===== src/rtl/dbg_halt_pkg.sv =====
package dbg_halt_pkg;

  typedef enum logic [1:0] {
    ST_BOOT = 2'd0,
    ST_RUN  = 2'd1,
    ST_HALT = 2'd2
  } halt_state_e;

  localparam logic [3:0] SRC_NONE  = 4'h0;
  localparam logic [3:0] SRC_FAULT = 4'h8;
  localparam logic [3:0] SRC_HWBP  = 4'h4;
  localparam logic [3:0] SRC_INSN  = 4'h2;
  localparam logic [3:0] SRC_EXT   = 4'h1;

  localparam logic [3:0] PST_RUN   = 4'h0;
  localparam logic [3:0] PST_HALT  = 4'hF;

  localparam logic [1:0] RES_NEXT  = 2'b00;
  localparam logic [1:0] RES_PC    = 2'b01;
  localparam logic [1:0] RES_RESET = 2'b10;

endpackage


===== src/rtl/dbg_halt_boot_timer.sv =====
module dbg_halt_boot_timer #(
  parameter int WAIT_CYC    = 16,
  parameter int CAPTURE_CYC = 8
) (
  input  logic clk,
  input  logic rst_n,
  output logic in_capture,
  output logic at_last
);
  localparam int CNT_W = $clog2(WAIT_CYC + 1);
  localparam logic [CNT_W-1:0] CNT_MAX = CNT_W'(WAIT_CYC);
  localparam logic [CNT_W-1:0] CNT_LAST = CNT_W'(WAIT_CYC - 1);
  localparam logic [CNT_W-1:0] CNT_CAP = CNT_W'(CAPTURE_CYC);

  logic [CNT_W-1:0] cnt_q;

  always_ff @(posedge clk or negedge rst_n) begin
    if (!rst_n) begin
      cnt_q <= '0;
    end else if (cnt_q != CNT_MAX) begin
      cnt_q <= cnt_q + 1'b1;
    end
  end

  assign in_capture = (cnt_q < CNT_CAP);
  assign at_last    = (cnt_q == CNT_LAST);
endmodule


===== src/rtl/dbg_halt_pending.sv =====
module dbg_halt_pending #(
  parameter int NREQ = 2
) (
  input  logic            clk,
  input  logic            rst_n,
  input  logic            arm,
  input  logic            clr,
  input  logic [NREQ-1:0] req_i,
  output logic [NREQ-1:0] eff_o
);
  logic [NREQ-1:0] pend_q;

  for (genvar g = 0; g < NREQ; g++) begin : g_flag
    always_ff @(posedge clk or negedge rst_n) begin
      if (!rst_n) begin
        pend_q[g] <= 1'b0;
      end else if (clr) begin
        pend_q[g] <= 1'b0;
      end else if (arm && req_i[g]) begin
        pend_q[g] <= 1'b1;
      end
    end
    assign eff_o[g] = pend_q[g] | (arm & req_i[g]);
  end
endmodule


===== src/rtl/dbg_halt_arbiter.sv =====
module dbg_halt_arbiter #(
  parameter int NSRC = 4
) (
  input  logic [NSRC-1:0] cand_i,
  output logic            any_o,
  output logic [NSRC-1:0] win_o
);
  always_comb begin
    win_o = '0;
    for (int i = 0; i < NSRC; i++) begin
      if (cand_i[i]) begin
        win_o = '0;
        win_o[i] = 1'b1;
      end
    end
  end

  assign any_o = |cand_i;
endmodule


===== src/rtl/dbg_halt_ctrl.sv =====
module dbg_halt_ctrl
  import dbg_halt_pkg::*;
#(
  parameter int WAIT_CYC    = 16,
  parameter int CAPTURE_CYC = 8
) (
  input  logic       clk,
  input  logic       rst_n,
  input  logic       fault_i,
  input  logic       hwbp_i,
  input  logic       halt_insn_i,
  input  logic       user_mode_i,
  input  logic       uhe_i,
  input  logic       bkpt_i,
  input  logic       sample_i,
  input  logic       stopped_i,
  input  logic       go_i,
  input  logic       pc_loaded_i,
  input  logic       emu_wr_i,
  output logic       halted_o,
  output logic [3:0] pst_o,
  output logic [3:0] halt_src_o,
  output logic       priv_viol_o,
  output logic       emu_we_o,
  output logic [1:0] resume_sel_o,
  output logic       resume_o,
  output logic       rst_exc_o
);
  halt_state_e st_q;
  logic [3:0]  src_q;
  logic        por_q;
  logic        resume_q;
  logic [1:0]  sel_q;
  logic        rexc_q;

  logic        in_run;
  logic        in_boot;
  logic        in_capture;
  logic        at_last;
  logic [1:0]  pend_eff;
  logic [3:0]  cand;
  logic [3:0]  win;
  logic        halt_now;
  logic        por_hit;
  logic        insn_ok;

  assign in_run  = (st_q == ST_RUN);
  assign in_boot = (st_q == ST_BOOT);

  dbg_halt_boot_timer #(
    .WAIT_CYC   (WAIT_CYC),
    .CAPTURE_CYC(CAPTURE_CYC)
  ) u_timer (
    .clk       (clk),
    .rst_n     (rst_n),
    .in_capture(in_capture),
    .at_last   (at_last)
  );

  assign por_hit = in_boot & bkpt_i & in_capture;

  // bit 1: hardware breakpoint, bit 0: external breakpoint
  dbg_halt_pending #(.NREQ(2)) u_pend (
    .clk  (clk),
    .rst_n(rst_n),
    .arm  (in_run | in_boot),
    .clr  (halt_now | por_hit),
    .req_i({hwbp_i, bkpt_i}),
    .eff_o(pend_eff)
  );

  assign insn_ok     = halt_insn_i & ~(user_mode_i & ~uhe_i);
  assign priv_viol_o = in_run & halt_insn_i & user_mode_i & ~uhe_i;

  assign cand[3] = in_run & fault_i;
  assign cand[2] = in_run & sample_i & pend_eff[1];
  assign cand[1] = in_run & insn_ok;
  assign cand[0] = in_run & (sample_i | stopped_i) & pend_eff[0];

  dbg_halt_arbiter #(.NSRC(4)) u_arb (
    .cand_i(cand),
    .any_o (halt_now),
    .win_o (win)
  );

  always_ff @(posedge clk or negedge rst_n) begin
    if (!rst_n) begin
      st_q     <= ST_BOOT;
      src_q    <= SRC_NONE;
      por_q    <= 1'b0;
      resume_q <= 1'b0;
      sel_q    <= RES_NEXT;
      rexc_q   <= 1'b0;
    end else begin
      resume_q <= 1'b0;
      rexc_q   <= 1'b0;
      unique case (st_q)
        ST_BOOT: begin
          if (por_hit) begin
            st_q  <= ST_HALT;
            src_q <= SRC_EXT;
            por_q <= 1'b1;
          end else if (at_last) begin
            st_q   <= ST_RUN;
            rexc_q <= 1'b1;
          end
        end
        ST_RUN: begin
          if (halt_now) begin
            st_q  <= ST_HALT;
            src_q <= win;
          end
        end
        ST_HALT: begin
          if (go_i) begin
            st_q     <= ST_RUN;
            src_q    <= SRC_NONE;
            por_q    <= 1'b0;
            resume_q <= 1'b1;
            if (por_q) begin
              sel_q <= pc_loaded_i ? RES_PC : RES_RESET;
            end else begin
              sel_q <= RES_NEXT;
            end
          end
        end
        default: st_q <= ST_BOOT;
      endcase
    end
  end

  assign halted_o     = (st_q == ST_HALT);
  assign pst_o        = halted_o ? PST_HALT : PST_RUN;
  assign halt_src_o   = src_q;
  assign emu_we_o     = emu_wr_i & halted_o & por_q;
  assign resume_sel_o = sel_q;
  assign resume_o     = resume_q;
  assign rst_exc_o    = rexc_q;
endmodule


===== config.mk =====
export PLATFORM = sky130hd
export DESIGN_NAME = dbg_halt_ctrl
export DESIGN_NICKNAME = d
export VERILOG_FILES = /design/src/rtl/dbg_halt_pkg.sv /design/src/rtl/dbg_halt_boot_timer.sv /design/src/rtl/dbg_halt_pending.sv /design/src/rtl/dbg_halt_arbiter.sv /design/src/rtl/dbg_halt_ctrl.sv
export SDC_FILE = /design/constraint.sdc
export NUM_CORES = 1
export LEC_CHECK = 0
export BUFFER_PORTS_ARGS = -buffer_cell sky130_fd_sc_hd__buf_4
export CAP_MARGIN = 20
export CORE_ASPECT_RATIO = 1.1
export CORE_MARGIN = 5
export CORE_UTILIZATION = 51
export CTS_BUF_LIST = sky130_fd_sc_hd__clkbuf_8
export CTS_CLUSTER_SIZE = 14
export DETAILED_ROUTE_END_ITERATION = 8
export PLACE_DENSITY = 0.77
export SYNTH_ARGS = -nofsm -noshare
export SYNTH_HDL_FRONTEND = slang
export SYNTH_SLANG_ARGS = --single-unit

===== constraint.sdc =====
create_clock -name clk -period 2.1 [get_ports clk]
set_input_delay 0.105 -clock clk [delete_from_list [all_inputs] [get_ports clk]]
set_output_delay 0.105 -clock clk [all_outputs]
set_load 0.02 [all_outputs]

==> results.md, run 1 <==
- The share of Yosys cell area claimed by the top area cell type is between 40% and 50%.
- Along the worst path, the maximum fanout reaches 4.
- The count of final max-slew check failures is 0.
- The number of CTS-inserted buffers is 3.
- During placement, the flow inserted port buffers numbering 27.
- The dominant cell type by area after synthesis is dfrtp_1.
- The clock reaches the later pin of the worst-skew pair after 0.26 ns.
- The largest voltage drop on the vdd net is 0.000956 V.
- The level count of the clock H-tree is 1.
- Row generation in the floorplan step produced 17 rows.
- The worst path needs around 1.9 ns of the cycle, external delays included.
- After global routing the overflow that remains totals 0.
- Synthesis produced a netlist with a net count of between 100 and 150.
- The register bit count reported by yosys is 18.
- The instance count of the mapped netlist is ~110.
- The first global-routing pass estimated just under 4 mm of wire.
- The via count of the first global-routing pass is between 800 and 900.
- Counting instances in the post-synthesis netlist gives the leading cell types as 18 x dfrtp_1, 11 x nand2_1, 9 x inv_1.
- The largest net degree at the start of global routing is 19.
- The initial antenna violation count is 0.
- The tree is rooted in a clkbuf_8.
- The end point of the critical path is st_q[1]$_DFFE_PN0P_.
- For this run, asynchronously set or reset flops after synthesis account for between 90% and 100%.
- Sorting the synthesized cells by area gives the leading types as dfrtp_1 42%, ha_1 7.0%, nand2_1 3.9%.
- The final design instance area without fill is 0.00137 mm2.
- Pin placement for this block handled 28 I/O pins.
- Setup violations remaining at the end of the flow were counted as 0.
- The detailed-routing iteration count for the pre-antenna-repair pass is 4.
- The final wirelength is roughly 2.4 mm.
- Measured along the y axis, the die boundary spans just under 60 um.
- The maximum number of buffers from clock root to sink is 2.
- Power spread over the standard cell area amounts to approximately 1200 mW/mm2.
- The clock slew at the register clock pins of the worst setup and hold paths is approximately 0.070 ns.
- Setup repair after global routing left no endpoint under its margin.
- The die is between 50 and 60 um wide.
- The distinct cell type count of the synthesized netlist is 34.
- The design draws approximately 1.6 mW.
- Once detail routing completed, the nets flagged for antenna violations numbered 0.
- The number of failing hold endpoints at the final stage is 0.
- At the pin with the least slew margin, the transition time is about 0.47 ns.
- The tree built by TritonCTS fans out to 18 sinks.
- The worst register-to-register path begins at u_timer.cnt_q[0]$_DFFE_PN0P_.
- The final net count is ~160.
- The endpoint identified for the worst register-to-register timing path is st_q[1]$_DFFE_PN0P_.
- 0 antenna diodes ended up in the layout.
- The data required time at the worst endpoint is 2.24 ns.
- In this run, the number of DRC markers left after iteration 0 of detailed routing was 23.
- The mean routed wirelength per cell is between 10 and 15 um.
- The instance area after placement is ~0.0013 mm2.
- The critical path is of the flop to flop type.
- The origin of the worst setup path is u_timer.cnt_q[0]$_DFFE_PN0P_.
- The post-DP HPWL is 1.83 mm.
- TritonCTS built the clock tree.
- The most frequently used cell type in the post-synthesis netlist is dfrtp_1.
- The post-route clock skew is roughly 0.0013 ns.
- For this run, the number of Yosys warnings is 0.
- The setup check on the worst reg-to-reg path leaves a slack of roughly 0.16 ns.
- The accumulated negative setup slack is 0 ns.
- The floorplan step defined a die boundary enclosing around 0.0031 mm2.
- The number of cell instances on the worst register-to-register path is 6.
- For this run, the top clock speed supported by timing is 516 MHz.
- The detailed-route via count is 880.
- Dividing the synthesized area by the synthesized cell count gives 10.2 um2.
- The synthesis-to-layout area growth is 28.2%.
- The worst hold margin is roughly 0.11 ns.
- The ratio of final minimum period to clock period is between 90 and 100%.
- Using the TritonRoute via totals, the vias-per-cell ratio works out to 5.37.
- Global routing consumed, over all layers together, 17.5% of the routing resources.
- Sequential elements use 42.1% of the synthesized area.
- The launching element type of the critical path is a flop.
- The routability-driven placement congestion ratio is around 0.76.
- Once the floorplan was initialized, standard cells occupied 53.5% of the core.
- In this run the tightest slew margin relative to its limit is approximately two thirds.
- The fraction of layout instances using a drive strength above 1 is between 30% and 40%.
- The flow ran to the end, and the final reports show no timing, DRC or antenna violations.
- The cell area after synthesis is about 0.0011 mm2.
- The number of remaining DRC errors is 0.
- The max-capacitance violation count is 0.
- The element type at the critical path end is a flop.
- The count of flip-flops with a built-in enable after synthesis is 0.
- The path class of the tightest hold or removal check is primary input to flop.
- In this run the standard cell core region covers 0.00200 mm2.
- The worst path arrival time is between 2 and 2.5 ns.
- For this design the static power due to leakage is around 0.7 nW.
- For this run, the leading register cell type out of synthesis is dfrtp_1.
==> state kept, by name (all words and copies together), names as in the netlist <==
name,cells
u_timer.cnt_q,5
halt_src_o,4
resume_sel_o,2
st_q,2
u_pend.pend_q,2
por_q,1
resume_o,1
rst_exc_o,1
==> power by group <==
group | leakage [nW] | total, mW | internal, mW | switching (mW)
registers | 0.228 | 0.504 | 0.436 | 0.0678
logic | 0.445 | 0.808 | 0.359 | 0.449
clock network | 0.0288 | 0.283 | 0.167 | 0.117
total | 0.702 | 1.59 | 0.961 | 0.633
==> how the worst min path moves through the flow <==
stage	startpoint	end	slack, ns	cells after the start
after floorplan	rst_n	halt_src_o[0]$_DFFE_PN0P_	-0.19	0
after global placement	rst_n	halt_src_o[1]$_DFFE_PN0P_	-0.02	1
after detailed placement	rst_n	halt_src_o[3]$_DFFE_PN0P_	-0.01	1
after CTS	pc_loaded_i	resume_sel_o[0]$_DFFE_PN0P_	0.11	3
after global routing	pc_loaded_i	resume_sel_o[1]$_DFFE_PN0P_	0.13	3
final	hwbp_i	u_pend.pend_q[1]$_DFFE_PN0P_	0.11	3
==> critical path, cell delays in order (launching register included) <==
cell and delay [ns]:
dfrtp_1 0.42, ha_1 0.24, and3_1 0.19, ha_1 0.21
o311ai_1 0.31, a221oi_1 0.15, a221o_1 0.30
==> final cells by class <==
cell class,count,area [um2]
well taps,28,35.0
multi-input cells,73,554
flip-flops and latches,18,450
fillers,176,628
inverters,9,33.8
clock buffers,4,55.1
repair buffers,32,243
==> repair_timing <==
action,CTS,global route
hold buffers,1,0
endpoints found under the hold margin,18,0
buffers inserted,0,0
resized for setup,0,2
setup endpoints to repair,0,1
==> metrics by stage <==
step	instances	setup WS (ns)	util [%]
after floorplan	105	0.304	-
after global routing	164	0.0805	68.6
after CTS	164	0.0668	68.5
after global placement	159	0.268	65.2
after detailed placement	159	0.0673	65.2
final	164	0.163	68.6
==> kinds of logic after synthesis <==
group           synth area share (%)
buf+inv                         6.32
fa+ha+maj                       7.02
xor+xnor                        2.46
flops                           42.1
mux                             5.15
simple gates                    17.2
compound gates                  19.8
==> placed cells by master (no fill, tap or decap), types with 2 or more instances in the layout <==
cell type	instances
nand3_1	4
nor3_1	3
dfrtp_1	18
a21oi_1	4
nor2_1	4
a22o_1	2
xnor2_1	3
buf_4	31
o21ai_0	6
a221o_1	2
and3_1	4
nand2_1	11
a221oi_1	2
nor2b_1	2
mux2_1	3
inv_1	9
ha_1	5
nand2b_1	2
clkbuf_8	4
==> metal layers <==
metal | global-route usage (%) | routed length (um) | part of all wire, % | vias up
met5 | 0 | 0 | 0 | -
li1 | - | - | - | 433
met4 | 9.12 | 40 | 1.7 | 0
met3 | 4.11 | 106 | 4.4 | 6
met2 | 29.8 | 1280 | 53 | 25
met1 | 19.8 | 989 | 41 | 416
No activity file was read; power rests on OpenSTA's default activity.
==> inputs of run 2 (changes only) <==
--- a/config.mk
+++ b/config.mk
@@ -5,15 +5,14 @@
 export SDC_FILE = /design/constraint.sdc
 export NUM_CORES = 1
 export LEC_CHECK = 0
-export BUFFER_PORTS_ARGS = -buffer_cell sky130_fd_sc_hd__buf_4
+export BUFFER_PORTS_ARGS = -buffer_cell sky130_fd_sc_hd__clkbuf_2
 export CAP_MARGIN = 20
 export CORE_ASPECT_RATIO = 1.1
 export CORE_MARGIN = 5
-export CORE_UTILIZATION = 51
+export CORE_UTILIZATION = 41
 export CTS_BUF_LIST = sky130_fd_sc_hd__clkbuf_8
 export CTS_CLUSTER_SIZE = 14
 export DETAILED_ROUTE_END_ITERATION = 8
-export PLACE_DENSITY = 0.77
 export SYNTH_ARGS = -nofsm -noshare
 export SYNTH_HDL_FRONTEND = slang
 export SYNTH_SLANG_ARGS = --single-unit
==> results.md, run 2 (synthesized netlist as in run 1, its figures left out) <==
- The number of failing setup endpoints in the final timing report is 0 (unchanged).
- The area of the die is 0.00373 mm2 (+20%).
- The max-capacitance violation count is 0 (unchanged).
- The x dimension of the die is 58.7 um (+9.4%).
- The number of flip-flops in the largest register was 5 (unchanged).
- The detailed-route via count was 866 (-1.6%).
- The root cell of the clock tree is clkbuf_8.
- The leakage power was 0.683 nW (-2.7%).
- The data required time at the worst endpoint came to 2.23 ns (about the same).
- STA classifies the critical path startpoint as a flop.
- The net switching share of the total power is 40.6% (+0.89 points).
- The post-DP HPWL is 1.79 mm (-2.2%).
- The startpoint of the tightest hold check path is pc_loaded_i.
- The total design power was 1.51 mW (-5.5%).
- The post-layout minimum cycle time is 1.93 ns (-0.00840 ns).
- The largest net degree at the start of global routing is 19 (unchanged).
- TritonCTS built the clock tree.
- The vias per cell is 5.19 (-3.4%).
- The register ranked first by flip-flop count is u_timer.cnt_q.
- Setup repair after global routing left no endpoint under its margin.
- The element type at the critical path end is a flop.
- The I/O pin count is 28 (unchanged).
- The count of final max-slew check failures is 0 (unchanged).
- The global-route usage over all layers is 13.0% (-4.5 points).
- The final net count is 156 (unchanged).
- The number of remaining DRC errors is 0 (unchanged).
- The largest fanout of any net on the critical path is 4 (unchanged).
- The setup slack after placement was 0.180 ns (+0.113 ns).
- The remaining global-route overflow is 0 (unchanged).
- Compared with the post-synthesis result, the final layout area differs by 22.0%.
- The number of placed instances with taps included is 162 (+1.9%).
- The ratio of final minimum period to clock period is 91.8% (-0.40 points).
- The accumulated negative setup slack is 0 ns (unchanged).
- The site row count is 19 (+2).
- The number of resized instances in the post-cts repair step was 0 (unchanged).
- The post-route clock skew is 0.00382 ns (+0.00254 ns).
- The via count of the first global-routing pass came to 890 (+0.68%).
- The startpoint of the lowest-slack register-to-register path is u_timer.cnt_q[0]$_DFFE_PN0P_.
- The non-filler instance count after layout came to 167 (+1.8%).
- The level count of the clock H-tree is 1 (unchanged).
- The run finished with clean final reports.
- The fraction of layout instances using a drive strength above 1 came to 31.6% (-0.74 points).
- The largest voltage drop on the vdd net came to 0.000728 V (-24%).
- The final wirelength is 2.21 mm (-8.7%).
- In this design, the critical path's most frequently occurring cell is ha_1.
- The number of failing hold endpoints at the final stage was 0 (unchanged).
- Among all stages on the critical path, the largest delay is contributed by dfrtp_1.
- The total core area is 0.00250 mm2 (+25%).
- The maximum number of buffers from clock root to sink is 2 (unchanged).
- The sequential share of power is 33.4% (+1.8 points).
- The cell-internal power came to 0.896 mW (-6.8%).
- The worst path arrival time was 2.06 ns (-0.02 ns).
- The clock slew at the register clock pins of the worst setup and hold paths is 0.07 ns (about the same).
- The switching power was 0.612 mW (-3.3%).
- In this run the worst hold path is classified as primary input to flop.
- The share of power burned in combinational logic is 48.4% (-2.2 points).
- The number of DRC markers in iteration 0 was 22 (-4.3%).
- The detailed-routing iteration count for the pre-antenna-repair pass is 4 (unchanged).
- The slew at the pin closest to its max-slew limit is 0.461 ns (-0.00979 ns).
- The number of CTS-inserted buffers came to 3 (unchanged).
- The chip height is 63.6 um (+9.5%).
- The number of buffers and inverters on the critical path is 0 (unchanged).
- The number of I/O port buffers is 27 (unchanged).
- The origin of the worst setup path is u_timer.cnt_q[0]$_DFFE_PN0P_.
- The count of antenna diodes in the layout was 0 (unchanged).
- The slack of the critical path is 0.171 ns (+0.00840 ns).
- The worst stage delay on the critical path is 0.42 ns (about the same).
- The effective utilization at floorplan is 42.9% (-11 points).
- The wire length of the first global-routing pass was 3.82 mm (-3.1%).
- The power per cell area is 1160 mW/mm2 (-0.65%).
- The number of routed nets with antenna violations was 0 (unchanged).
- The top achievable clock speed is 518 MHz (+0.44%).
- The count of fill cells added during filler insertion is 244 (+39%).
- The number of clock sinks is 18 (unchanged).
- The headroom to the max-slew limit is 69.0% (+0.66 points).
- The clock group share of total power is 18.2% (+0.4 points).
- The critical path goes through ha_1 > and3_1 > ha_1 > o311ai_0 > a221oi_1 > a221o_1.
- In the layout the commonest cells are 27 x clkbuf_2, 18 x dfrtp_1, 11 x nand2_1.
- The mean routed wirelength per cell was 13.2 um (-10%).
- The critical path start-end classification is flop to flop.
- The routability-driven placement congestion ratio is 0.803 (+5.1%).
- Broken down by cell family, the worst path's largest delay share belongs to compound AO/OA/AOI/OAI gates.
- The most common cell after layout, fill and taps aside is clkbuf_2.
- The clock latency on the worst-skew pair is 0.25 ns (about the same).
- The initial antenna violation count is 0 (unchanged).
==> run 2: changes by cell type in the layout (fill, tap and decap cells not counted) <==
cell      change
ha_2          -1
o311ai_1      -1
o311ai_0      +1
clkbuf_2     +27
buf_4        -27
ha_1          +1
==> run 2: worst register-to-register path, stage by stage (launching register included) <==
cell	delay [ns]
dfrtp_1	0.42
ha_1	0.24
and3_1	0.18
ha_1	0.21
o311ai_0	0.36
a221oi_1	0.13
a221o_1	0.28
==> run 2: final timing paths <==
kind	end	slack, ns	depth (start not counted)
worst max-delay path	st_q[1]$_DFFE_PN0P_	0.17	6
worst min-delay path	resume_sel_o[0]$_DFFE_PN0P_	0.1	3
worst max register to register	st_q[1]$_DFFE_PN0P_	0.17	6
worst min register to register	halt_src_o[3]$_DFFE_PN0P_	0.49	1
max in group asynchronous	halt_src_o[1]$_DFFE_PN0P_	1.47	2
min in group asynchronous	resume_sel_o[0]$_DFFE_PN0P_	0.32	2
==> run 2: stage by stage <==
stage	util (%)	hold WS, ns	instance area, um2
4_1_cts	52.3	0.0983	1310
5_1_grt	52.3	0.101	1310
3_5_place_dp	49.7	0.0706	1240
3_3_place_gp	49.7	0.0717	1240
6_report	52.3	0.0985	1310
2_1_floorplan	-	-0.191	1070
==> run 2: layout make-up <==
cell class	count	area, um2	area share, %
multi-input combinational	73	552	42.3
sequential	18	450	34.5
timing repair buffer	32	175	13.4
clock buffer	4	55.1	4.22
tap	31	38.8	2.97
inverter	9	33.8	2.59
==> run 2: timing repair <==
item | CTS | global route
hold buffers | 1 | 0
endpoints found under the hold margin | 18 | 0
setup buffers | 0 | 0
==> run 2: metal layers <==
metal / vias to the layer above / global-route usage [%] / part of all wire [%]
met5: - / 0 / 0
met4: 0 / 5.95 / 0.95
met3: 2 / 2.45 / 5.1
met2: 18 / 23.2 / 54
met1: 414 / 14.5 / 40
li1: 432 / - / -
==> run 2: power by group through the flow <==
| stage | sequential (mW) | combinational [mW] | clock, mW |
|---|---|---|---|
| floorplan | 0.550 | 0.500 | 0 |
| global placement | 0.505 | 0.730 | 0 |
| detailed placement | 0.509 | 0.735 | 0 |
| CTS | 0.504 | 0.740 | 0.284 |
| global route | 0.516 | 0.805 | 0.300 |
| finish | 0.503 | 0.730 | 0.275 |
